## src/rtl/jl_pkg.sv

```systemverilog
package jl_pkg;
  localparam logic [6:0] OP_RTYPE = 7'b0110011;
  localparam logic [6:0] OP_UPPER = 7'b0110111;
  localparam logic [6:0] OP_JUMP  = 7'b1101111;
  localparam logic [6:0] OP_JREG  = 7'b1100111;

  typedef struct packed {
    logic regWrite;  // instruction writes rd
    logic selUpper;  // original writeback select: upper immediate
    logic selLink;   // added writeback select: link address
    logic jumpPc;    // PC-relative target
    logic jumpReg;   // rs1-relative target
  } jlCtrl_t;
endpackage

```

## src/rtl/jl_control.sv

```systemverilog
module jl_control
  import jl_pkg::*;
(
  input  logic [6:0] opcode,
  input  logic [2:0] funct3,
  output jlCtrl_t    ctrl
);
  always_comb begin
    ctrl = '0;
    unique case (opcode)
      OP_RTYPE: ctrl.regWrite = 1'b1;
      OP_UPPER: begin
        ctrl.regWrite = 1'b1;
        ctrl.selUpper = 1'b1;
      end
      OP_JUMP: begin
        ctrl.regWrite = 1'b1;
        ctrl.selLink  = 1'b1;
        ctrl.jumpPc   = 1'b1;
      end
      OP_JREG: begin
        if (funct3 == 3'b000) begin
          ctrl.regWrite = 1'b1;
          ctrl.selLink  = 1'b1;
          ctrl.jumpReg  = 1'b1;
        end
      end
      default: ctrl = '0;
    endcase
  end
endmodule

```

## src/rtl/jl_datapath.sv

```systemverilog
module jl_datapath
  import jl_pkg::*;
#(
  parameter int XLEN = 32,
  parameter logic [XLEN-1:0] RESET_PC = '0
) (
  input  logic            clk,
  input  logic            rst,
  input  logic [31:0]     instr,
  input  logic [XLEN-1:0] rs1Val,
  input  logic [XLEN-1:0] aluResult,
  input  jlCtrl_t         ctrl,
  output logic [XLEN-1:0] pc,
  output logic            regWe,
  output logic [4:0]      rdIdx,
  output logic [XLEN-1:0] rdData
);
  localparam logic [XLEN-1:0] INSTR_STEP = XLEN'(4);
  localparam logic [XLEN-1:0] LSB_CLEAR  = ~XLEN'(1);

  logic [XLEN-1:0] immUpper, immJump, immReg;
  logic [XLEN-1:0] linkAddr, pcTarget, regSum, regTarget, nextPc, wbValue;
  logic [4:0]      destIdx;
  logic            writeEn;

  assign immUpper = XLEN'($signed({instr[31:12], 12'b0}));
  assign immJump  = XLEN'($signed({instr[31], instr[19:12], instr[20], instr[30:21], 1'b0}));
  assign immReg   = XLEN'($signed(instr[31:20]));
  assign destIdx  = instr[11:7];

  assign linkAddr  = pc + INSTR_STEP;
  assign pcTarget  = pc + immJump;
  assign regSum    = rs1Val + immReg;
  assign regTarget = regSum & LSB_CLEAR;

  always_comb begin
    if (ctrl.jumpReg)     nextPc = regTarget;
    else if (ctrl.jumpPc) nextPc = pcTarget;
    else                  nextPc = linkAddr;
  end

  // Two one-bit selects: the original select has priority over the added one.
  always_comb begin
    if (ctrl.selUpper)     wbValue = immUpper;
    else if (ctrl.selLink) wbValue = linkAddr;
    else                   wbValue = aluResult;
  end

  assign writeEn = ctrl.regWrite && (destIdx != 5'd0);

  // PC and write port share one edge; the link value is captured pre-update.
  always_ff @(posedge clk) begin
    if (rst) begin
      pc     <= RESET_PC;
      regWe  <= 1'b0;
      rdIdx  <= '0;
      rdData <= '0;
    end else begin
      pc     <= nextPc;
      regWe  <= writeEn;
      rdIdx  <= destIdx;
      rdData <= wbValue;
    end
  end

  a_r1_reset_state: assert property (@(posedge clk)
    $past(rst) |-> (pc == RESET_PC && !regWe && rdIdx == 5'd0));

  a_r2_sequential: assert property (@(posedge clk) disable iff (rst)
    (!$past(rst) && !$past(ctrl.jumpPc) && !$past(ctrl.jumpReg))
      |-> pc == $past(pc) + INSTR_STEP);

  a_r6_target_even: assert property (@(posedge clk) disable iff (rst)
    (!$past(rst) && $past(ctrl.jumpReg)) |-> pc[0] == 1'b0);

  a_r7_link_old_pc: assert property (@(posedge clk) disable iff (rst)
    (!$past(rst) && regWe && $past(ctrl.selLink) && !$past(ctrl.selUpper))
      |-> rdData == $past(pc) + INSTR_STEP);

  a_r8_no_x0_write: assert property (@(posedge clk) disable iff (rst)
    regWe |-> rdIdx != 5'd0);

  a_r9_no_ctrl_no_write: assert property (@(posedge clk) disable iff (rst)
    (!$past(rst) && !$past(ctrl.regWrite)) |-> !regWe);
endmodule

```

## src/rtl/jl_unit.sv

```systemverilog
module jl_unit
  import jl_pkg::*;
#(
  parameter int XLEN = 32,
  parameter logic [XLEN-1:0] RESET_PC = '0
) (
  input  logic            clk,
  input  logic            rst,
  input  logic [31:0]     instr,
  input  logic [XLEN-1:0] rs1Val,
  input  logic [XLEN-1:0] aluResult,
  output logic [XLEN-1:0] pc,
  output logic            regWe,
  output logic [4:0]      rdIdx,
  output logic [XLEN-1:0] rdData
);
  jlCtrl_t ctrl;

  jl_control u_control (
    .opcode (instr[6:0]),
    .funct3 (instr[14:12]),
    .ctrl   (ctrl)
  );

  jl_datapath #(.XLEN(XLEN), .RESET_PC(RESET_PC)) u_datapath (
    .clk       (clk),
    .rst       (rst),
    .instr     (instr),
    .rs1Val    (rs1Val),
    .aluResult (aluResult),
    .ctrl      (ctrl),
    .pc        (pc),
    .regWe     (regWe),
    .rdIdx     (rdIdx),
    .rdData    (rdData)
  );
endmodule

```

## config.mk

```make
export PLATFORM = sky130hd
export DESIGN_NAME = jl_unit
export DESIGN_NICKNAME = d
export VERILOG_FILES = /design/src/rtl/jl_pkg.sv /design/src/rtl/jl_control.sv /design/src/rtl/jl_datapath.sv /design/src/rtl/jl_unit.sv
export SDC_FILE = /design/constraint.sdc
export NUM_CORES = 1
export LEC_CHECK = 0
export ABC_CLOCK_PERIOD_IN_PS = 3600
export BUFFER_PORTS_ARGS = -buffer_cell sky130_fd_sc_hd__buf_4
export CORE_UTILIZATION = 43
export CTS_CLUSTER_DIAMETER = 150
export DETAILED_ROUTE_END_ITERATION = 16
export PLACE_DENSITY = 0.67
export SLEW_MARGIN = 20
export SYNTH_ARGS = -nofsm -noshare
export SYNTH_HDL_FRONTEND = slang
export SYNTH_SLANG_ARGS = --single-unit
export TNS_END_PERCENT = 20
```

## constraint.sdc

```tcl
create_clock -name clk -period 3.6 [get_ports clk]
set_input_delay 0 -clock clk [delete_from_list [all_inputs] [get_ports clk]]
set_output_delay 0 -clock clk [all_outputs]
set_load 0.02 [all_outputs]
```

==> flow_metrics.py <==
metrics = {
    "drt": {
        "vias": 7148,
        "dr.first_iter.drc_count": 507,
        "drc_errors": 0,
        "route.antenna.remaining_nets": 0,
        "dr.pass1.iters": 5,
        "avgViaCountPerCell": 5.80,
        "wl_mm": 22.7,
        "wl_per_cell_um": 18.4,
    },
    "power_and_ir_drop": {
        "netSwitchingFraction": 0.296,
        "p_seq_frac": 0.317,
        "p_total_mw": 2.55,
        "clockPowerShare": 0.404,
        "switchingPower_mw": 0.754,
        "pwr_density_cell_nw_per_um2": 299,
        "power.internal_mw": 1.79,
        "power_frac_comb": 0.279,
        "leakage_nw": 3.78,
        "ir_worst_vdd_mv": 0.210,
    },
    "cts": {
        "cts_sinks": 69,
        "cts_max_level": 3,
        "cts-root-buf": "clkbuf_16",
        "clkTransAtPathRegs_ns": 0.06,
        "clock_latency_ns": 0.34,
        "ctsResizeCount": 0,
        "clk_path_buf_depth": 2,
        "cts_tree": "yes",
        "postCtsHoldBufs": 36,
        "cts_setup_buffers": 0,
        "cts_buffers": 9,
    },
    "sta": {
        "rsz0062_at_grt": "false",
        "drv_slew": 0,
        "finalSetupTns_ns": 0,
        "hold_viol": 0,
        "worst_slew_pin_slew_ns": 0.743,
        "relSlewSlack": 0.503,
        "skew_ns": 0.00659,
        "layout_min_cycle_time_ns": 3.12,
        "finalSetupViolCount": 0,
        "period_share": 0.867,
        "fmax_mhz": 320,
    },
    "synth": {
        "synthTopCellsByArea": "dfxtp_1 21%, ha_1 12%, a21oi_1 7.5%, nor2_1 6.9%, xnor2_1 6.0%",
        "syn_area_um2": 6440,
        "yosysTopAreaCellShare": 0.214,
        "async_reset_ff_frac": 0,
        "synth_top_cell_by_area": "dfxtp_1",
        "ys.flop_type": "dfxtp_1",
        "seq_area_frac_synth": 0.214,
        "synth_warnings": 0,
        "synthesis.instances": 865,
        "ys_ff_latch": 69,
        "synth_edf_count": 0,
        "synth_fa_ha_area_frac": 0.125,
        "ys_top_cells_by_count": "118 x nor2_1, 97 x a21oi_1, 69 x dfxtp_1",
        "ys_types": 66,
        "synth_compound_area_frac": 0.292,
        "synthSimpleGateAreaFrac": 0.220,
        "synthMuxAreaShare": 0.00641,
        "synth_top_family_by_area": "compound AO/OA/AOI/OAI gates",
        "synth.most_common_cell": "nor2_1",
        "synth.avg_cell_area_um2": 7.45,
        "synthXorXnorAreaFrac": 0.105,
        "syn_nets": 1026,
    },
    "grt": {
        "overflow": 0,
        "grt_max_degree": 61,
        "grt_usage": 0.292,
        "antenna_found_initial": 0,
        "grt_pass1_vias": 6697,
        "grt_pass1_wl_mm": 35.9,
    },
    "floorplanning": {
        "die_w_um": 124,
        "initial_core_util": 0.442,
        "num_io_pins": 168,
        "core_um2": 14600,
        "rows": 44,
        "die_area_um2": 15500,
        "die_h_um": 124,
    },
    "hold_path": {
        "min_path_type": "primary input to flip-flop",
        "hold_path_depth": 3,
    },
    "worst_setup_path": {
        "startpoint_type": "primary input",
        "crit_family": "compound AO/OA/AOI/OAI gates",
        "cp_num_cells": 13,
        "end_kind": "flip-flop",
        "cp.buffers_inverters": 2,
        "reg2reg_depth": 12,
        "cpMostUsedCell": "a21oi_1",
        "cp.arrival_ns": 3.32,
        "crit_path_max_incr_delay_ns": 0.55,
        "path_class": "primary input to flip-flop",
        "crit_path_top_delay_cell": "dlygate4sd3_1",
        "cp_cell_sequence": "dlygate4sd3_1 > buf_4 > and2_1 > fa_1 > a21oi_1 > o22ai_1 > o21ai_0 > o21ai_1 > a41oi_1 > a21oi_1 > and4b_1 > o31ai_1 > o311ai_1",
        "worst-path-max-fanout": 4,
        "critPathRequiredTime_ns": 3.80,
        "r2r_slack_ns": 0.58,
    },
    "cells_and_area": {
        "layout.nets": 1206,
        "area_growth_pct": 32.1,
        "antenna_cells": 0,
        "drive_gt1_frac": 0.199,
    },
    "placed_design": {
        "globalplace.congestion": 0.931,
        "hpwlAfterDp_mm": 17.7,
        "numPortBuffers": 166,
    },
    "run_status": {
        "outcome": "complete, no violations",
    },
    "run": {
        "cap_viol_max_count": 0,
    },
}
flip-flops by register name, indices dropped and copies added (netlist names):
signal / flops
u_datapath.pc: 31
u_datapath.regWe: 1
u_datapath.rdIdx: 5
u_datapath.rdData: 32
through the flow:
| stage | hold WS, ns | utilization | cells | setup WS (ns) | area, µm² |
|---|---|---|---|---|---|
| global route | 0.00263 | 0.584 | 1233 | 0.169 | 8510 |
| CTS | 0.00396 | 0.584 | 1233 | 0.499 | 8510 |
| floorplan | 0.120 | - | 865 | 0.770 | 6440 |
| global placement | 0.225 | 0.536 | 1182 | 0.719 | 7820 |
| detailed placement | 0.225 | 0.536 | 1182 | 0.634 | 7820 |
| finish | 0.0190 | 0.584 | 1233 | 0.479 | 8510 |
power by group through the flow:
stage | combinational [mW] | clock, mW | sequential [mW]
finish | 0.710 | 1.03 | 0.807
global route | 0.777 | 1.08 | 0.810
CTS | 0.704 | 1.04 | 0.807
detailed placement | 0.670 | 0 | 0.824
global placement | 0.666 | 0 | 0.823
floorplan | 0.390 | 0 | 0.858
cell type report:
class                           instances  area (µm²)
Fill cell                            1413        6080
Multi-Input combinational cell        736        4820
Timing Repair Buffer                  211        1670
Sequential cell                        69        1380
Tap cell                              184         230
Clock buffer                            9         225
Clock inverter                          6         113
Inverter                               18        67.6
worst register-to-register path: stages, from the launching register on:
cell and delay [ns]:
dfxtp_1 0.39, ha_1 0.23, inv_1 0.07, fa_1 0.39
and2b_1 0.22, o21ai_2 0.08, a2111oi_4 0.36, nor3_2 0.13
a211oi_2 0.33, and4b_1 0.27, nor3_1 0.05, o32a_1 0.33
o21ai_1 0.10
metal layers:
metal / GRT usage / routed length (µm) / vias up
met5: 0 / 0 / -
met2: 0.442 / 9690 / 327
met3: 0.0576 / 1930 / 41
li1: - / - / 3544
met4: 0.0978 / 621 / 0
met1: 0.409 / 10500 / 3236
path summary, 6_finish.rpt:
check	start	endpoint
worst max-delay path	instr[20]	u_datapath.pc[30]
worst min-delay path	aluResult[5]	u_datapath.rdData[5]
worst max register to register	u_datapath.pc[1]	u_datapath.pc[29]
worst min register to register	u_datapath.pc[1]	u_datapath.pc[1]
cells by family (layout without fill, tap and decap cells):
logic type      count (synthesis)  count (layout)
other cells                     1               1
simple gates                  301             301
buf+inv                        60             244
fa+ha+maj                      63              63
compound gates                290             290
mux                             4               4
xor+xnor                       77              77
flops                          69              69
cell usage in the layout (no fill, tap or decap), types with 4 or more instances in the layout:
| cell type | n |
|---|---|
| a211oi_1 | 49 |
| a211oi_2 | 4 |
| a21o_1 | 26 |
| a21oi_1 | 97 |
| a31oi_1 | 5 |
| and2_1 | 5 |
| and3_1 | 11 |
| buf_4 | 175 |
| clkbuf_16 | 9 |
| dfxtp_1 | 69 |
| dlygate4sd3_1 | 36 |
| ha_1 | 61 |
| inv_1 | 18 |
| nand2_1 | 60 |
| nand2b_1 | 9 |
| nand3_1 | 25 |
| nand3b_1 | 6 |
| nand4_1 | 13 |
| nor2_1 | 118 |
| nor2b_1 | 12 |
| nor3_1 | 16 |
| nor4_1 | 4 |
| o211ai_1 | 13 |
| o21a_1 | 7 |
| o21ai_0 | 40 |
| o21ai_1 | 8 |
| o22ai_1 | 6 |
| o31ai_1 | 4 |
| or3_1 | 6 |
| xnor2_1 | 44 |
| xor2_1 | 33 |
No activity file was read; power rests on OpenSTA's default activity.
